$ cat src/rtl/ubc_pkg.sv
`timescale 1ns/1ps
package ubc_pkg;
    typedef enum logic [1:0] {
        OP_HOLD = 2'd0,
        OP_INC  = 2'd1,
        OP_DEC  = 2'd2,
        OP_LOAD = 2'd3
    } ubc_op_e;
endpackage

$ cat src/rtl/ubc_op_decode.sv
`timescale 1ns/1ps
module ubc_op_decode
    import ubc_pkg::*;
(
    input  logic    load_n,
    input  logic    up,
    input  logic    cbi_n,
    output ubc_op_e op
);
    always_comb begin
        unique case ({load_n, cbi_n})
            2'b00, 2'b01: op = OP_LOAD;
            2'b10:        op = up ? OP_INC : OP_DEC;
            2'b11:        op = OP_HOLD;
            default:      op = OP_HOLD;
        endcase
    end
endmodule

$ cat src/rtl/ubc_count_core.sv
`timescale 1ns/1ps
module ubc_count_core
    import ubc_pkg::*;
#(
    parameter int WIDTH = 8
) (
    input  logic             clk,
    input  logic             rst_n,
    input  ubc_op_e          op,
    input  logic [WIDTH-1:0] din,
    output logic [WIDTH-1:0] count
);
    localparam logic [WIDTH-1:0] STEP = WIDTH'(1);

    logic [WIDTH-1:0] count_q;
    logic [WIDTH-1:0] count_d;

    always_ff @(posedge clk) begin
        if (!rst_n) count_q <= '0;
        else        count_q <= count_d;
    end

    always_comb begin
        unique case (op)
            OP_LOAD: count_d = din;
            OP_INC:  count_d = count_q + STEP;
            OP_DEC:  count_d = count_q - STEP;
            OP_HOLD: count_d = count_q;
            default: count_d = count_q;
        endcase
    end

    assign count = count_q;

    p_reset_clears_r1: assert property (@(posedge clk)
        !rst_n |=> count_q == '0);
    p_inc_step_r3: assert property (@(posedge clk) disable iff (!rst_n)
        op == OP_INC |=> count_q == $past(count_q) + STEP);
    p_dec_step_r4: assert property (@(posedge clk) disable iff (!rst_n)
        op == OP_DEC |=> count_q == $past(count_q) - STEP);
    p_hold_keeps_r5: assert property (@(posedge clk) disable iff (!rst_n)
        op == OP_HOLD |=> $stable(count_q));
endmodule

$ cat src/rtl/ubc_terminal.sv
`timescale 1ns/1ps
module ubc_terminal #(
    parameter int WIDTH = 8
) (
    input  logic [WIDTH-1:0] count,
    input  logic             up,
    input  logic             cbi_n,
    output logic             cbo_n
);
    logic at_top;
    logic at_bottom;
    logic at_edge;

    always_comb begin
        at_top    = &count;
        at_bottom = ~|count;
        at_edge   = up ? at_top : at_bottom;
        cbo_n     = ~(at_edge & ~cbi_n);
    end
endmodule

$ cat src/rtl/ubc_bus_drive.sv
`timescale 1ns/1ps
module ubc_bus_drive #(
    parameter int WIDTH = 8
) (
    input  logic             oe_n,
    input  logic [WIDTH-1:0] count,
    output logic [WIDTH-1:0] bus_q,
    output logic             bus_drive
);
    genvar i;
    generate
        for (i = 0; i < WIDTH; i++) begin : g_bit
            assign bus_q[i] = count[i] & ~oe_n;
        end
    endgenerate

    assign bus_drive = ~oe_n;
endmodule

$ cat src/rtl/updn_byte_counter.sv
`timescale 1ns/1ps
module updn_byte_counter
    import ubc_pkg::*;
#(
    parameter int WIDTH = 8
) (
    input  logic             clk,
    input  logic             rst_n,
    input  logic             load_n,
    input  logic             up,
    input  logic             cbi_n,
    input  logic             oe_n,
    input  logic [WIDTH-1:0] din,
    output logic [WIDTH-1:0] bus_q,
    output logic             bus_drive,
    output logic             cbo_n
);
    ubc_op_e          op;
    logic [WIDTH-1:0] count;

    ubc_op_decode u_decode (
        .load_n (load_n),
        .up     (up),
        .cbi_n  (cbi_n),
        .op     (op)
    );

    ubc_count_core #(.WIDTH(WIDTH)) u_core (
        .clk    (clk),
        .rst_n  (rst_n),
        .op     (op),
        .din    (din),
        .count  (count)
    );

    ubc_terminal #(.WIDTH(WIDTH)) u_term (
        .count  (count),
        .up     (up),
        .cbi_n  (cbi_n),
        .cbo_n  (cbo_n)
    );

    ubc_bus_drive #(.WIDTH(WIDTH)) u_bus (
        .oe_n      (oe_n),
        .count     (count),
        .bus_q     (bus_q),
        .bus_drive (bus_drive)
    );

    p_load_copies_r2: assert property (@(posedge clk) disable iff (!rst_n)
        !load_n |=> count == $past(din));
    p_carry_up_r6: assert property (@(posedge clk) disable iff (!rst_n)
        (up && !cbi_n && count == '1) |-> !cbo_n);
    p_borrow_down_r7: assert property (@(posedge clk) disable iff (!rst_n)
        (!up && !cbi_n && count == '0) |-> !cbo_n);
    p_cbo_needs_cbi_r6: assert property (@(posedge clk) disable iff (!rst_n)
        !cbo_n |-> !cbi_n);
    p_bus_driven_r8: assert property (@(posedge clk) disable iff (!rst_n)
        !oe_n |-> (bus_drive && bus_q == count));
    p_bus_released_r8: assert property (@(posedge clk) disable iff (!rst_n)
        oe_n |-> (!bus_drive && bus_q == '0));
endmodule

$ cat config.mk
export PLATFORM = sky130hd
export DESIGN_NAME = updn_byte_counter
export DESIGN_NICKNAME = d
export VERILOG_FILES = /design/src/rtl/ubc_pkg.sv /design/src/rtl/ubc_op_decode.sv /design/src/rtl/ubc_count_core.sv /design/src/rtl/ubc_terminal.sv /design/src/rtl/ubc_bus_drive.sv /design/src/rtl/updn_byte_counter.sv
export SDC_FILE = /design/constraint.sdc
export NUM_CORES = 1
export LEC_CHECK = 0
export BUFFER_PORTS_ARGS = -buffer_cell sky130_fd_sc_hd__buf_2
export CORE_AREA = 2 2 59 61
export DETAILED_ROUTE_END_ITERATION = 12
export DIE_AREA = 0 0 61 63
export MAX_ROUTING_LAYER = met4
export PLACE_DENSITY_LB_ADDON = 0.15
export SYNTH_ARGS = -nofsm -noshare
export SYNTH_HDL_FRONTEND = slang
export SYNTH_SLANG_ARGS = --single-unit
$ cat constraint.sdc
create_clock -name clk -period 4.7 [get_ports clk]
set_input_delay 1.175 -clock clk [delete_from_list [all_inputs] [get_ports clk]]
set_output_delay 1.175 -clock clk [all_outputs]
set_load 0.02 [all_outputs]
# After elaboration in Yosys (flattened, before gate mapping)
# Cells that the tools add are included.
[totals] input_bits=14 register_bits=8 word_cells=31
[classes] n_eq_ne=6 n_reduce_logical=6 addsub=2 n_mux=4 bitwise=12
[ops] operator="case mux 8 bit (3 select lines)" n=1
[ops] operator="AND 1 bit" n=9
[ops] operator="adder 8 x 1 -> 8 bit, second input constant" n=1
[ops] operator="== test 2 bit, second input constant" n=4
[ops] operator="AND reduction 8 bit" n=1
[ops] operator="OR reduction 8 bit" n=1
[ops] operator="subtractor 8 x 1 -> 8 bit, second input constant" n=1
[ops] operator="case mux 2 bit (3 select lines)" n=1
[ops] operator="== test 2 x 1 -> 1 bit, second input constant" n=2
[ops] operator="zero test 2 bit" n=2
[ops] operator="inverter 1 bit" n=3
[ops] operator="2-to-1 mux 2 bit" n=1
[ops] operator="OR reduction 2 bit" n=1
[ops] operator="zero test 1 bit" n=1
[ops] operator="2-to-1 mux 1 bit" n=1

# Logic depth before layout (Yosys ltp)
# Gate-level depths: netlist of run 1.
[logic_depth] depth_word=5 mapped_depth=9

# Cells and area by module
# Synthesis of run 1 repeated with hierarchy kept, for this count alone.
[unflattened] cells_unflattened=124 area_unflattened_um2=917.1
[modules_own_cells] mod="ubc_count_core" cells_each=105 instances=1 area_each_um2=795.8
[modules_own_cells] mod="ubc_bus_drive" cells_each=9 instances=1 area_each_um2=53.8
[modules_own_cells] mod="ubc_terminal" cells_each=7 instances=1 area_each_um2=50.0
[modules_own_cells] mod="ubc_op_decode" cells_each=3 instances=1 area_each_um2=17.5

# Least setup slack after synthesis of run 1
# Ideal clock, no wire load.
[synth_path] path_type="input port to output port" start="in up" end="out cbo_n" arrival_ns=1.736 cell_stages=3 path_buffers=0 slack_ns=1.789 path_cell_list="or2b_1 nor3_1 a31oi_1"
[synth_between] elab_chain_cells=3
[synth_lines] element="start, declared" line="updn_byte_counter.sv:10" rtl="input logic up,"
[synth_lines] element="2-to-1 mux 1 bit" line="ubc_terminal.sv:17" rtl="at_edge = up ? at_top : at_bottom;"
[synth_lines] element="AND 1 bit" line="ubc_terminal.sv:18" rtl="cbo_n = ~(at_edge & ~cbi_n);"
[synth_lines] element="inverter 1 bit" line="ubc_terminal.sv:18"
[synth_lines] element="end, declared" line="updn_byte_counter.sv:16" rtl="output logic cbo_n"
# Every way passes these cells.

# Final worst setup path of run 1
[layout_path] start="in cbi_n" end="out cbo_n"
[layout_between] elab_chain_cells=3
[layout_lines] element="start, declared" line="updn_byte_counter.sv:11" rtl="input logic cbi_n,"
[layout_lines] element="inverter 1 bit" line="ubc_terminal.sv:18"
[layout_lines] element="AND 1 bit" line="ubc_terminal.sv:18"
[layout_lines] element="inverter 1 bit" line="ubc_terminal.sv:18"
# Every way passes these cells.

==> results of run 1 <==
==> kinds of logic after synthesis <==
group,after synthesis,share of synthesized area
simple gates,45,0.3178
mux,3,0.03483
buf+inv,9,0.05805
flops,8,0.1858
compound gates,35,0.2685
xor+xnor,1,0.01016
fa+ha+maj,8,0.1248
==> through the flow <==
step	setup WS [ns]	total power, mW	hold WS (ns)
after global placement	1.418	0.1994	0.5732
after global routing	1.532	0.2771	0.6022
after detailed placement	1.425	0.2003	0.5714
after CTS	1.592	0.2592	0.5803
final	1.597	0.2531	0.5764
after floorplan	1.789	0.1713	0.5295
==> worst max-delay path: stages <==
cell	delay, ns
buf_2	0.11
or2b_1	0.23
nor3_1	0.18
a31oi_1	0.05
buf_2	0.17
==> layout make-up <==
class                           count  area share
Tap cell                           46     0.05562
Multi-Input combinational cell     92      0.6300
Sequential cell                     8      0.1548
Timing Repair Buffer               23      0.1112
Clock buffer                        3     0.02177
Inverter                            6     0.02660
==> power groups by stage <==
| stage | sequential [mW] | clock (mW) | combinational (mW) |
|---|---|---|---|
| 4_1_cts | 0.0893 | 0.0596 | 0.110 |
| 3_5_place_dp | 0.0908 | 0 | 0.109 |
| 2_1_floorplan | 0.0866 | 0 | 0.0847 |
| 3_3_place_gp | 0.0907 | 0 | 0.109 |
| 6_report | 0.0893 | 0.0546 | 0.109 |
| 5_1_grt | 0.0914 | 0.0619 | 0.124 |
==> worst paths after layout <==
kind | to | cells after the start | slack (ns) | start
hold / removal | u_core.count[3] | 2 | 0.58 | u_core.count[3]
setup reg to reg | u_core.count[7] | 6 | 2.89 | u_core.count[6]
hold reg to reg | u_core.count[3] | 2 | 0.58 | u_core.count[3]
setup / recovery | cbo_n | 5 | 1.60 | cbi_n
==> layer usage <==
metal | up-vias | track usage | share of wire
li1 | 461 | - | -
met1 | 410 | 0.1835 | 0.50
met2 | 13 | 0.2016 | 0.47
met3 | 2 | 0.02484 | 0.029
met4 | 0 | 0.02446 | 0.0026
met5 | - | - | 0
==> placed cells by master, fill, tap and decap left out, drive strengths merged <==
| master | count |
|---|---|
| nor2 | 7 |
| nor2b | 11 |
| and2 | 3 |
| fa | 1 |
| mux2i | 3 |
| or3 | 1 |
| nor4 | 2 |
| o2111ai | 3 |
| dfxtp | 8 |
| o211ai | 1 |
| nand3b | 2 |
| a211oi | 3 |
| o21ai | 11 |
| nor3b | 2 |
| nand4 | 2 |
| clkbuf | 3 |
| o21a | 2 |
| buf | 23 |
| nand3 | 2 |
| o31a | 1 |
| or3b | 1 |
| a211o | 1 |
| and3 | 1 |
| a21oi | 4 |
| or4b | 1 |
| a21o | 2 |
| or2b | 1 |
| xnor2 | 1 |
| a2111oi | 1 |
| clkinv | 2 |
| or2 | 2 |
| a41oi | 1 |
| a31oi | 4 |
| ha | 7 |
| nor3 | 4 |
| nand2 | 3 |
| o211a | 1 |
| inv | 4 |
==> summary.txt, run 1 <==
Cells and area
  • Fill count: around 370
  • Final instance area: 0.001035 sq mm
  • Final core utilization: 0.3202
  • Fin cells: 178
  • Register area: 160.2 sq um
  • Synthesis-to-layout area growth: 20.03%
  • ANT cells: 0
  • Share of layout cells above drive strength 1: 0.2424
  • Post-layout net count: ~160
  • Max FFs per register: 8
  • Multi-input logic area: 651.9 sq um

Placement
  • PortBufs: 23
  • DP HPWL: approximately 1800 um
  • # placed instances: 175
  • Placed Instance Area: 0.001012 sq mm
  • GP Congestion: around 0.8

Floorplan
  • DIE WIDTH: just over 60 um
  • Core Region: 0.003232 sq mm
  • Starting Density: 0.2667
  • DIE AREA: 0.003843 sq mm
  • Floorplan row count: 21
  • I/O pins: 24
  • Die Ht: 63 um

Yosys
  • Yosys cell types: 40
  • Number of synthesized flops with an enable pin: 0
  • Synth cell count leaders: nor2b_1 (11), o21ai_0 (11), dfxtp_1 (8)
  • Largest cells by area after synthesis: dfxtp_1 (19%), ha_1 (10%), nor2b_1 (8.0%)
  • Synth Flop Type: dfxtp_1
  • Mean Syn Cell Area: between 7 and 8 sq um
  • Synth top area share: 0.1858
  • Post-synth top area cell: dfxtp_1
  • Share of async-settable or async-resettable flops after synthesis: 0
  • Syn nets: 131
  • Sequential-to-total area share from yosys stat: 0.1858
  • Post-Syn Instances: 109
  • Syn. warnings: 0
  • Mapped Area: 862.1 sq um
  • #FFs+latches synth: 8

Worst setup path
  • CP Data Required Time: 3.52 ns
  • CP arrival: a little under 2 ns
  • CP Launch Type: primary input
  • Worst-path fanout max: 3
  • Worst setup EP type: output port
  • Setup CP Type: in2out

CTS
  • Clk buf depth: 2
  • Hold buffers post-CTS: 0
  • Post-CTS setup buffer count: 0
  • Clock sinks: 8
  • Root Buffer: clkbuf_4
  • Resized cells post-CTS: 0
  • H-Tree Depth: 1
  • CTS clk-pin slew, worst paths: 0.06 ns
  • CTS tree: built
  • Clock Latency Late Sink: between 0.2 and 0.3 ns
  • CTS Buf Count: 3

Min path
  • Hold Crit Class: reg2reg

Power and ir drop
  • Internal power: approximately 0.15 mW
  • Peak supply drop: 125.5 uV
  • Clock power share: 0.216
  • Sw Pwr: about 0.098 mW
  • Part of the power in combinational logic: 0.432
  • Part of the power in registers: 0.353
  • Power Density: 244.6 mW/mm^2
  • Static leakage: 0.4714 nW
  • Switching Share: 0.3884

Route
  • DRT antenna net count: 0
  • Remaining DRCs: 0
  • DR pass1 iterations: 4
  • Post-Route WL: 2274 um
  • Drt wl/cell: around 13 um
  • Iteration-0 DRC Markers: 23
  • Vias per cell: 4.978
  • Vias: 886

STA
  • Period utilisation layout: 0.6602
  • Setup TNS Final: 0 ns
  • Max Clk Rate: approximately 320 MHz
  • Final Critical Period: 3.103 ns
  • Count of final hold-check violations: 0
  • Final setup viols: 0
  • Actual slew at the worst max-slew pin: 0.6818 ns
  • RSZ-0062 raised after global routing: false
  • Setup Skew: 0.009497 ns
  • Slew HR: 0.5455
  • Max-slew violation count: 0

Global routing
  • Gr usage total: 0.1327
  • First-pass GRT wire length: 3836 um
  • Initial antenna violation count: 0
  • Largest net degree at the start of global routing: 21
  • GR Overflow Total: 0
  • Vias in the first global route: 846

Run
  • Maxcap violations: 0

Run status
  • Status: complete, no violations
Note: power is estimated with default switching activity, not from simulation.
==> run 2: changes to the inputs <==
clock period = 2.6 ns   (was 4.7 ns; I/O delays follow)
==> run 2 against run 1 <==
  * Global-route usage grew 1.2 points
  * Critical endpoint is now u_core.count[7]
  * Worst hold slack gained 0.011 ns
  * Total power grew 90%
  * Die area is the same
  * Critical path depth grew 4
  * Non-clock buffer count grew 9
  * First-iteration DRC count grew 17%
  * Via count grew 6.4%
  * Sequential share of layout area shrank 0.95 points
  * Wire length grew 6.5%
  * Register-to-register slack lost 2.1 ns
==> summary.txt, run 2 (synthesis gave the netlist of run 1 again) <==
Floorplan
  • Starting Density: 0.2667
  • DIE AREA: 0.003843 sq mm
  • Floorplan row count: 21
  • I/O pins: 24
  • Core Region: 0.003232 sq mm
  • Die Ht: around 63 um
  • DIE WIDTH: 61 um

Route
  • Iteration-0 DRC Markers: 27
  • DR pass1 iterations: 4
  • Vias: 943
  • DRT antenna net count: 0
  • Remaining DRCs: 0
  • Drt wl/cell: around 13 um
  • Post-Route WL: around 2400 um
  • Vias per cell: 5.043

Min path
  • Hold Path Stages: 2
  • Hold Crit Class: reg2reg
  • Critical hold path startpoint: u_core.count[1]
  • Worst hold endpoint: u_core.count[1]

CTS
  • Resized cells post-CTS: 0
  • Hold buffers post-CTS: 0
  • Clock sinks: 8
  • CTS Buf Count: 3
  • CTS clk-pin slew, worst paths: 0.06 ns
  • Clk buf depth: 2
  • Post-CTS setup buffer count: 0
  • CTS tree: built
  • H-Tree Depth: 1
  • Clock Latency Late Sink: 0.26 ns
  • Root Buffer: clkbuf_4

Power and ir drop
  • Power Density: about 440 mW/mm^2
  • Static leakage: 0.5165 nW
  • Peak supply drop: 215.4 uV

Worst setup path
  • CP Launch Type: primary input
  • R2r endpoint: u_core.count[6]
  • Setup CP Type: in2reg
  • Crit-path cells: buf_2 > or3b_4 > clkinv_4 > ha_1 > a2111oi_0 > o21a_1 > o2111ai_1 > nand3_2 > nor3_2
  • CP Data Required Time: 2.75 ns
  • RR Startpoint: u_core.count[0]
  • Worst path max stage delay: 0.42 ns
  • Buf+Inv Stages, Crit Path: 2
  • CP arrival: 2.49 ns
  • Slowest-stage cell, CP: or3b_4
  • Largest delay share family, worst path: compound AO/OA/AOI/OAI gates
  • Cells on worst reg2reg path: 7
  • Worst setup EP type: register
  • FF-to-FF setup slack: 0.77 ns
  • Setup crit start: up
  • Worst-path fanout max: 6

Global routing
  • Gr usage total: 0.1443
  • GR Overflow Total: 0
  • Vias in the first global route: approximately 850
  • Initial antenna violation count: 0
  • First-pass GRT wire length: 4126 um
  • Largest net degree at the start of global routing: 15

STA
  • Max-slew violation count: 0
  • Max Clk Rate: roughly 430 MHz
  • Actual slew at the worst max-slew pin: about 0.4 ns
  • Setup TNS Final: 0 ns
  • Period utilisation layout: 0.8985
  • Slew HR: 0.7225
  • RSZ-0062 raised after global routing: false
  • Final setup viols: 0
  • Worst Hold Slack: ~0.59 ns
  • Setup Skew: 0.006226 ns
  • Final Critical Period: 2.336 ns
  • Count of final hold-check violations: 0

Placement
  • GP Congestion: 0.8029
  • DP HPWL: between 1500 and 2000 um
  • PortBufs: 23

Cells and area
  • Post-layout net count: ~170
  • Synthesis-to-layout area growth: 27.87%
  • Most frequent cells in the layout: buf_2 (23), nor2b_1 (11), o21ai_0 (11)
  • Commonest non-fill, non-tap cell in the layout: buf_2
  • Final core utilization: 0.3411
  • Share of layout cells above drive strength 1: 0.2908
  • ANT cells: 0
  • Max FFs per register: 8

Run
  • Maxcap violations: 0

Run status
  • Status: complete, no violations
[run 2: power breakdown]
group / switching, mW / total, mW / leakage, nW / internal, mW
combinational: 0.114 / 0.217 / 0.436 / 0.103
clock: 0.0474 / 0.101 / 0.0138 / 0.0532
sequential: 0.0247 / 0.164 / 0.0666 / 0.139
[run 2: how the worst max path moves through the flow]
stage | endpoint | cells after the start | slack [ns]
4_1_cts | u_core.count[5] | 9 | 0.30
6_report | u_core.count[7] | 9 | 0.26
2_1_floorplan | u_core.count[4] | 8 | 0.23
5_1_grt | u_core.count[5] | 9 | 0.1
3_3_place_gp | u_core.count[5] | 9 | 0.05
3_5_place_dp | u_core.count[5] | 9 | 0.02
[run 2: layer usage]
| metal | up-vias | global-route usage | part of all wire |
|---|---|---|---|
| met5 | - | - | 0 |
| met2 | 24 | 0.2097 | 0.46 |
| met1 | 436 | 0.1993 | 0.47 |
| met3 | 2 | 0.03727 | 0.057 |
| met4 | 0 | 0.03261 | 0.0083 |
| li1 | 481 | - | - |
[run 2: layout make-up]
class	count	area, sq um
Sequential cell	8	160.2
Timing Repair Buffer	32	182.7
Inverter	6	27.53
Clock buffer	3	22.52
Tap cell	46	57.56
Fill cell	356	2130
Multi-Input combinational cell	92	651.9
[run 2: worst register-to-register path: stages, from the launching register on]
cell      delay (ns)
dfxtp_1         0.43
inv_1           0.13
fa_1            0.48
nor2b_1         0.14
o21a_1          0.18
o211a_1         0.17
o211ai_1        0.12
nor2_1          0.11
[run 2: stage by stage]
| stage | total power, mW | cell area (sq um) | instances | worst slack (ns) |
|---|---|---|---|---|
| floorplan | 0.3097 | 862.1 | 109 | 0.2329 |
| global placement | 0.3823 | 1080 | 184 | 0.04836 |
| detailed placement | 0.3820 | 1080 | 184 | 0.02372 |
| CTS | 0.4872 | 1102 | 187 | 0.3007 |
| global route | 0.5214 | 1102 | 187 | 0.09942 |
| finish | 0.4812 | 1102 | 187 | 0.2638 |
